[src/rtl/vga_fb_pkg.sv]
package vga_fb_pkg;
  typedef struct packed {
    logic hs_n;
    logic vs_n;
    logic hact;
    logic draw;
  } vid_ctl_t;

  function automatic logic in_span(input int pos, input int lo, input int len);
    return (pos >= lo) && (pos < lo + len);
  endfunction
endpackage

[src/rtl/vga_fb_timing.sv]
module vga_fb_timing
  import vga_fb_pkg::*;
#(
  parameter int H_VIS  = 640,
  parameter int H_FP   = 16,
  parameter int H_SYNC = 96,
  parameter int H_BP   = 48,
  parameter int V_VIS  = 480,
  parameter int V_FP   = 10,
  parameter int V_SYNC = 2,
  parameter int V_BP   = 33
) (
  input  logic     clk,
  input  logic     rst_n,
  output vid_ctl_t ctl,
  output logic     frame_end
);
  localparam int H_TOTAL = H_VIS + H_FP + H_SYNC + H_BP;
  localparam int V_TOTAL = V_VIS + V_FP + V_SYNC + V_BP;
  localparam int HCW = $clog2(H_TOTAL);
  localparam int VCW = $clog2(V_TOTAL);

  logic [HCW-1:0] hpos;
  logic [VCW-1:0] vpos;
  logic           h_last, v_last;

  assign h_last = (hpos == HCW'(H_TOTAL - 1));
  assign v_last = (vpos == VCW'(V_TOTAL - 1));

  always_ff @(posedge clk or negedge rst_n) begin
    if (!rst_n) begin
      hpos <= '0;
      vpos <= '0;
    end else begin
      hpos <= h_last ? '0 : hpos + 1'b1;
      if (h_last) vpos <= v_last ? '0 : vpos + 1'b1;
    end
  end

  always_comb begin
    ctl.hact = (int'(hpos) < H_VIS);
    ctl.draw = ctl.hact && (int'(vpos) < V_VIS);
    ctl.hs_n = !in_span(int'(hpos), H_VIS + H_FP, H_SYNC);
    ctl.vs_n = !in_span(int'(vpos), V_VIS + V_FP, V_SYNC);
  end

  assign frame_end = h_last && v_last;

  // the position wraps after its last value
  a_r1_h_wrap: assert property (@(posedge clk) disable iff (!rst_n)
    h_last |=> (hpos == '0));
  // the line counter holds except at a line wrap
  a_r2_v_hold: assert property (@(posedge clk) disable iff (!rst_n)
    !h_last |=> $stable(vpos));
endmodule

[src/rtl/vga_fb_scan_ptr.sv]
module vga_fb_scan_ptr #(
  parameter int AW = 20
) (
  input  logic          clk,
  input  logic          rst_n,
  input  logic          draw,
  input  logic          frame_end,
  output logic [AW-1:0] scan_addr
);
  always_ff @(posedge clk or negedge rst_n) begin
    if (!rst_n)         scan_addr <= '0;
    else if (frame_end) scan_addr <= '0;
    else if (draw)      scan_addr <= scan_addr + 1'b1;
  end

  // one step per drawn pixel
  a_r5_step: assert property (@(posedge clk) disable iff (!rst_n)
    draw |=> (scan_addr == $past(scan_addr) + 1'b1));
  // the pointer restarts at every frame
  a_r5_restart: assert property (@(posedge clk) disable iff (!rst_n)
    frame_end |=> (scan_addr == '0));
endmodule

[src/rtl/vga_fb_bus_mux.sv]
module vga_fb_bus_mux #(
  parameter int AW = 20,
  parameter int DW = 8
) (
  input  logic          clk,
  input  logic          rst_n,
  input  logic          draw,
  input  logic [AW-1:0] scan_addr,
  input  logic          wr_valid,
  output logic          wr_ready,
  input  logic [AW-1:0] wr_addr,
  input  logic [DW-1:0] wr_data,
  output logic [AW-1:0] sram_addr,
  output logic          sram_we_n,
  output logic          sram_oe_n,
  output logic [DW-1:0] sram_wdata,
  output logic          sram_wdata_oe
);
  logic host_go;

  assign wr_ready      = !draw;
  assign host_go       = wr_valid && wr_ready;
  assign sram_addr     = draw ? scan_addr : wr_addr;
  assign sram_oe_n     = !draw;
  assign sram_we_n     = !host_go;
  assign sram_wdata_oe = host_go;
  assign sram_wdata    = wr_data;

  // the drivers stay off while the picture is read
  a_r8_no_drive_in_window: assert property (@(posedge clk) disable iff (!rst_n)
    !sram_oe_n |-> !sram_wdata_oe);
  // a write strobe always carries enabled drivers and the host address
  a_r7_write_addr: assert property (@(posedge clk) disable iff (!rst_n)
    !sram_we_n |-> (sram_wdata_oe && sram_addr == wr_addr));
endmodule

[src/rtl/vga_fb_pixel_out.sv]
module vga_fb_pixel_out
  import vga_fb_pkg::*;
#(
  parameter int DW = 8
) (
  input  logic          clk,
  input  logic          rst_n,
  input  vid_ctl_t      ctl,
  input  logic [DW-1:0] rdata,
  output logic          hsync_n,
  output logic          vsync_n,
  output logic          line_active,
  output logic          draw_en,
  output logic [DW-1:0] pixel
);
  always_ff @(posedge clk or negedge rst_n) begin
    if (!rst_n) begin
      hsync_n     <= 1'b1;
      vsync_n     <= 1'b1;
      line_active <= 1'b0;
      draw_en     <= 1'b0;
      pixel       <= '0;
    end else begin
      hsync_n     <= ctl.hs_n;
      vsync_n     <= ctl.vs_n;
      line_active <= ctl.hact;
      draw_en     <= ctl.draw;
      pixel       <= ctl.draw ? rdata : '0;
    end
  end

  // blank positions show a zero byte
  a_r6_blank_zero: assert property (@(posedge clk) disable iff (!rst_n)
    !ctl.draw |=> (pixel == '0));
  // a drawn position shows the byte read in that cycle
  a_r6_hold_byte: assert property (@(posedge clk) disable iff (!rst_n)
    ctl.draw |=> (pixel == $past(rdata)));
  // drawing implies the horizontal active enable
  a_r4_draw_in_line: assert property (@(posedge clk) disable iff (!rst_n)
    draw_en |-> line_active);
endmodule

[src/rtl/vga_fb_scanout.sv]
module vga_fb_scanout
  import vga_fb_pkg::*;
#(
  parameter int H_VIS  = 640,
  parameter int H_FP   = 16,
  parameter int H_SYNC = 96,
  parameter int H_BP   = 48,
  parameter int V_VIS  = 480,
  parameter int V_FP   = 10,
  parameter int V_SYNC = 2,
  parameter int V_BP   = 33,
  parameter int AW     = 20,
  parameter int DW     = 8
) (
  input  logic          clk,
  input  logic          rst_n,
  input  logic          wr_valid,
  output logic          wr_ready,
  input  logic [AW-1:0] wr_addr,
  input  logic [DW-1:0] wr_data,
  output logic [AW-1:0] sram_addr,
  output logic          sram_we_n,
  output logic          sram_oe_n,
  output logic [DW-1:0] sram_wdata,
  output logic          sram_wdata_oe,
  input  logic [DW-1:0] sram_rdata,
  output logic          hsync_n,
  output logic          vsync_n,
  output logic          line_active,
  output logic          draw_en,
  output logic [DW-1:0] pixel
);
  vid_ctl_t      ctl;
  logic          frame_end;
  logic [AW-1:0] scan_addr;

  vga_fb_timing #(
    .H_VIS(H_VIS), .H_FP(H_FP), .H_SYNC(H_SYNC), .H_BP(H_BP),
    .V_VIS(V_VIS), .V_FP(V_FP), .V_SYNC(V_SYNC), .V_BP(V_BP)
  ) u_timing (
    .clk(clk), .rst_n(rst_n), .ctl(ctl), .frame_end(frame_end)
  );

  vga_fb_scan_ptr #(.AW(AW)) u_scan (
    .clk(clk), .rst_n(rst_n), .draw(ctl.draw), .frame_end(frame_end),
    .scan_addr(scan_addr)
  );

  vga_fb_bus_mux #(.AW(AW), .DW(DW)) u_mux (
    .clk(clk), .rst_n(rst_n), .draw(ctl.draw), .scan_addr(scan_addr),
    .wr_valid(wr_valid), .wr_ready(wr_ready), .wr_addr(wr_addr),
    .wr_data(wr_data), .sram_addr(sram_addr), .sram_we_n(sram_we_n),
    .sram_oe_n(sram_oe_n), .sram_wdata(sram_wdata),
    .sram_wdata_oe(sram_wdata_oe)
  );

  vga_fb_pixel_out #(.DW(DW)) u_pix (
    .clk(clk), .rst_n(rst_n), .ctl(ctl), .rdata(sram_rdata),
    .hsync_n(hsync_n), .vsync_n(vsync_n), .line_active(line_active),
    .draw_en(draw_en), .pixel(pixel)
  );

  // no write is accepted while the window is open
  a_r9_stall_in_window: assert property (@(posedge clk) disable iff (!rst_n)
    !sram_oe_n |-> (!wr_ready && sram_we_n));
endmodule

[config.mk]
export PLATFORM = sky130hd
export DESIGN_NAME = vga_fb_scanout
export DESIGN_NICKNAME = d
export VERILOG_FILES = /design/src/rtl/vga_fb_pkg.sv /design/src/rtl/vga_fb_timing.sv /design/src/rtl/vga_fb_scan_ptr.sv /design/src/rtl/vga_fb_bus_mux.sv /design/src/rtl/vga_fb_pixel_out.sv /design/src/rtl/vga_fb_scanout.sv
export SDC_FILE = /design/constraint.sdc
export NUM_CORES = 1
export LEC_CHECK = 0
export BUFFER_PORTS_ARGS = -buffer_cell sky130_fd_sc_hd__buf_2
export CAP_MARGIN = 15
export CORE_UTILIZATION = 52
export CTS_CLUSTER_SIZE = 28
export DETAILED_ROUTE_END_ITERATION = 7
export GPL_TIMING_DRIVEN = 0
export PLACE_DENSITY = 0.8
export SLEW_MARGIN = 20
export SYNTH_ARGS = -nofsm -noshare
export SYNTH_HDL_FRONTEND = slang
export SYNTH_SLANG_ARGS = --single-unit
[constraint.sdc]
create_clock -name clk -period 2.45 [get_ports clk]
set_input_delay 0.49 -clock clk [delete_from_list [all_inputs] [get_ports clk]]
set_output_delay 0.49 -clock clk [all_outputs]
set_load 0.005 [all_outputs]
==> out/summary.log <==
[status] result of the run completed
[timing] Setup TNS Final 0 ns
[worst_setup_path] reg2reg end u_scan.scan_addr[14]$_DFFE_PN0P_
[grt] grt ovf 0
[logic_synthesis] post-synthesis area per instance 8.842 µm²
[grt] via count of the first global-routing pass 2,212
[clock_tree] TritonCTS buffer count 5
[timing] max frequency 418.6 MHz
[die] vertical extent of the die 75.19 µm
[pwr] switching fraction of total power 22.63%
[worst_setup_path] Critical Path Source Type register
[clock_tree] clock tree from TritonCTS built
[clock_tree] Sinks on Clock Net 52
[timing] measured slew at the worst slew-check pin 0.6524 ns
[logic_synthesis] synthesized net count 359
[logic_synthesis] number of flops mapped to enable cells by yosys 0
[route] violation count after the first detailed-routing iteration 192
[logic_synthesis] cell count after synthesis 315
[pwr] Clk network pwr share 34.9%
[worst_setup_path] largest fanout on the critical path 6
[grt] overall fraction of global-route tracks in use 23.50%
[worst_setup_path] R2R cell count 7
[logic_synthesis] sequential area share after synthesis 46.81%
[die] effective utilization at floorplan 54.19%
[cells_and_area] number of nets in the layout 454
[worst_setup_path] start-to-end type of the worst setup path reg2out
[logic_synthesis] mapped cell area 2785 µm²
[timing] worst slack on hold paths 0.1912 ns
[clock_tree] clock root buffer sky130_fd_sc_hd__clkbuf_8
[timing] clock skew after layout 0.01550 ns
[logic_synthesis] ys async rst share 100.0%
[clock_tree] Post-CTS Hold Fix Bufs 0
[route] drt first pass iters 4
[logic_synthesis] predominant post-synthesis flop cell sky130_fd_sc_hd__dfrtp_1
[grt] maximum number of pins on one net before global-route repair 53
[cells_and_area] final design instance area without fill 3573 µm²
[route] WL/cell 12.97 µm
[worst_setup_path] minimum setup slack among reg-to-reg paths 0.36 ns
[cells_and_area] antenna cell count 0
[clock_tree] clock slew at reported path FFs 0.10 ns
[placed_design] half-perimeter wire length after placement 4175 µm
[placed_design] area post-placement 3246 µm²
[cells_and_area] fraction of final layout cells sized beyond drive strength 1 32.36%
[timing] Fin. Hold Viols 0
[run] max-capacitance violation count 0
[route] total via count after detailed routing 2,556
[timing] final setup fails 0
[die] core area 5140 µm²
[die] DIE WIDTH 75.19 µm
[pwr] leak pwr 0.001738 µW
[pwr] Sequential Power Share 60.4%
[pwr] PD cells 401.3 nW/µm²
[placed_design] routability congestion estimate from global placement 0.9053
[timing] minimum clock period 2.389 ns
[clock_tree] clock latency reported for the late side of the worst-skew pair 0.31 ns
[pwr] IR drop worst, VDD 0.4178 mV
[pwr] sw power 324.4 µW
[cells_and_area] area added between synthesis and finish 28.30%
[grt] antenna violations before repair 0
[timing] share of the clock period used by the worst path 97.51%
[cells_and_area] final design utilization 69.52%
[worst_setup_path] required time of the critical path 1.96 ns
[route] number of remaining DRC errors 0
[cells_and_area] Fillers 422
[die] Site Rows 26
[logic_synthesis] count of cell types in the netlist 42
[route] total detailed-routing wirelength 6238 µm
[die] die footprint 5653 µm²
[worst_setup_path] worst reg2reg startpoint u_timing.hpos[7]$_DFF_PN0_
[logic_synthesis] flip-flop and latch count after synthesis 52
[grt] wire length of the first global-routing pass 9977 µm
[worst_setup_path] data arrival time of the critical path 1.90 ns
[pwr] share of total power in combinational logic 4.7%
[placed_design] number of port buffers 74
[logic_synthesis] Synth warnings 0
[worst_setup_path] startpoint of the worst setup timing path u_timing.hpos[7]$_DFF_PN0_
[worst_setup_path] critical path endpoint category primary output
[route] detail-routed via count per cell 5.314
[clock_tree] buffer levels on the longest clock path 2
[hold_path] path class of the lowest-slack min-delay path in2async
[timing] setup repair after global routing missed its margin true
[die] I/O pin count 83
[route] antenna viol nets, final 0
[pwr] Int Power 1110 µW
[timing] Max Slew Vio Count 0
[worst_setup_path] Worst Setup EP sram_addr[14]
[clock_tree] Max H-tree Level 2
[timing] Slew headroom 56.51%
[cells in the final DEF (no fill, tap or decap), types with 3 or more instances in the layout]
cell and instances:
sky130_fd_sc_hd__clkbuf_1 3, sky130_fd_sc_hd__o21ai_0 16, sky130_fd_sc_hd__or3_1 7, sky130_fd_sc_hd__clkbuf_8 6, sky130_fd_sc_hd__dfrtp_1 46, sky130_fd_sc_hd__or4_1 7
sky130_fd_sc_hd__nor3_1 4, sky130_fd_sc_hd__nand4_1 11, sky130_fd_sc_hd__o31ai_1 10, sky130_fd_sc_hd__nor2_1 13, sky130_fd_sc_hd__ha_1 5, sky130_fd_sc_hd__inv_1 10
sky130_fd_sc_hd__a21oi_1 14, sky130_fd_sc_hd__nand3_1 17, sky130_fd_sc_hd__nand2_2 3, sky130_fd_sc_hd__buf_4 23, sky130_fd_sc_hd__and3_1 5, sky130_fd_sc_hd__xor2_1 5
sky130_fd_sc_hd__xnor2_1 10, sky130_fd_sc_hd__dfrtp_2 4, sky130_fd_sc_hd__buf_6 4, sky130_fd_sc_hd__buf_2 77, sky130_fd_sc_hd__and2_1 9, sky130_fd_sc_hd__nand2_1 66
[timing repair]
action	4_1_cts	5_1_grt
cloned	4	0
endpoints found under the hold margin	0	0
resized for setup	26	7
setup buffers	8	5
pin swaps	2	0
endpoints found under the setup margin	22	23
[cells in the mapped netlist (5+ instances only)]
cell | number | share of area (%)
sky130_fd_sc_hd__or3_1 | 8 | 1.8
sky130_fd_sc_hd__o21ai_0 | 18 | 3.2
sky130_fd_sc_hd__nand4_1 | 11 | 2.5
sky130_fd_sc_hd__a21oi_1 | 14 | 2.5
sky130_fd_sc_hd__nand3_1 | 17 | 3.1
sky130_fd_sc_hd__or4_1 | 7 | 1.9
sky130_fd_sc_hd__buf_4 | 11 | 3.0
sky130_fd_sc_hd__o31ai_1 | 10 | 2.7
sky130_fd_sc_hd__inv_1 | 10 | 1.3
sky130_fd_sc_hd__xor2_1 | 5 | 1.6
sky130_fd_sc_hd__and3_1 | 5 | 1.1
sky130_fd_sc_hd__clkbuf_1 | 5 | 0.67
sky130_fd_sc_hd__dfrtp_1 | 50 | 45
sky130_fd_sc_hd__nor2_1 | 13 | 1.8
sky130_fd_sc_hd__nand2_1 | 69 | 9.3
sky130_fd_sc_hd__ha_1 | 5 | 2.2
sky130_fd_sc_hd__buf_2 | 5 | 0.90
sky130_fd_sc_hd__xnor2_1 | 10 | 3.1
sky130_fd_sc_hd__and2_1 | 9 | 2.0
[per-layer routing]
metal  track usage [%]  part of all wire [%]  up-vias  wire length, µm
li1                  -                     -     1270                -
met1             29.48                    45     1194             2788
met2             40.34                    49       83             3032
met3             5.756                   5.4        9              337
met4             7.202                   1.3        0               79
met5                 0                     0        -                0
[worst max-delay path: stages, from the launching register on]
cell and delay [ns]:
sky130_fd_sc_hd__dfrtp_2 0.44, sky130_fd_sc_hd__o21a_4 0.23, sky130_fd_sc_hd__or3_4 0.37, sky130_fd_sc_hd__buf_12 0.16, sky130_fd_sc_hd__clkinv_8 0.06, sky130_fd_sc_hd__buf_6 0.11
sky130_fd_sc_hd__nand2_1 0.06, sky130_fd_sc_hd__nand2_1 0.06, sky130_fd_sc_hd__buf_2 0.10
[through the flow]
stage	cells	power [µW]	worst slack [ns]
final	481	1434	0.06112
after global routing	481	1492	-0.02088
after CTS	477	1449	0.0008127
after detailed placement	459	951.9	0.04023
after global placement	459	949.1	0.05923
after floorplan	315	899.4	0.3218
[kinds of logic after synthesis]
kind of cell | count (synthesis) | synth area share [%]
mux | 1 | 0.3594
buf+inv | 35 | 6.963
simple gates | 158 | 28.62
xor+xnor | 15 | 4.717
flops | 52 | 46.81
fa+ha+maj | 5 | 2.246
compound gates | 49 | 10.29
[worst min path at each step]
stage                                      start                       end  slack, ns
detailed placement  u_timing.vpos[1]$_DFFE_PN0N_   u_pix.vsync_n$_DFF_PN1_       0.48
finish                                     rst_n  u_pix.pixel[0]$_DFF_PN0_       0.19
floorplan                                  rst_n   u_pix.draw_en$_DFF_PN0_       0.19
global placement    u_timing.vpos[1]$_DFFE_PN0N_   u_pix.vsync_n$_DFF_PN1_       0.49
global route                               rst_n  u_pix.pixel[5]$_DFF_PN0_       0.24
CTS                                        rst_n  u_pix.pixel[2]$_DFF_PN0_       0.21
[final cells by class]
| type | instances | area [µm²] | area share (%) |
|---|---|---|---|
| plain buffers | 21 | 181.4 | 5.077 |
| flip-flops and latches | 52 | 1309 | 36.62 |
| clock inverters | 3 | 26.28 | 0.7353 |
| inverters | 11 | 53.80 | 1.506 |
| well taps | 70 | 87.58 | 2.451 |
| clock buffers | 5 | 68.82 | 1.926 |
| repair buffers | 91 | 539.3 | 15.09 |
| multi-input cells | 228 | 1308 | 36.59 |
[registers in the layout, summed over array words and instances, names as in the netlist]
signal,cells
u_pix.draw_en,1
u_scan.scan_addr,20
u_pix.hsync_n,1
u_pix.vsync_n,1
u_timing.hpos,10
u_timing.vpos,10
u_pix.line_active,1
u_pix.pixel,8
[power groups by stage]
stage | Sequential, µW | Clock, µW | Combinational (µW)
detailed placement | 883 | 0 | 69.2
finish | 866 | 501 | 67.8
global route | 867 | 547 | 79.1
CTS | 866 | 514 | 69.4
floorplan | 884 | 0 | 15.2
global placement | 882 | 0 | 66.8
No activity file was read; power rests on OpenSTA's default activity.
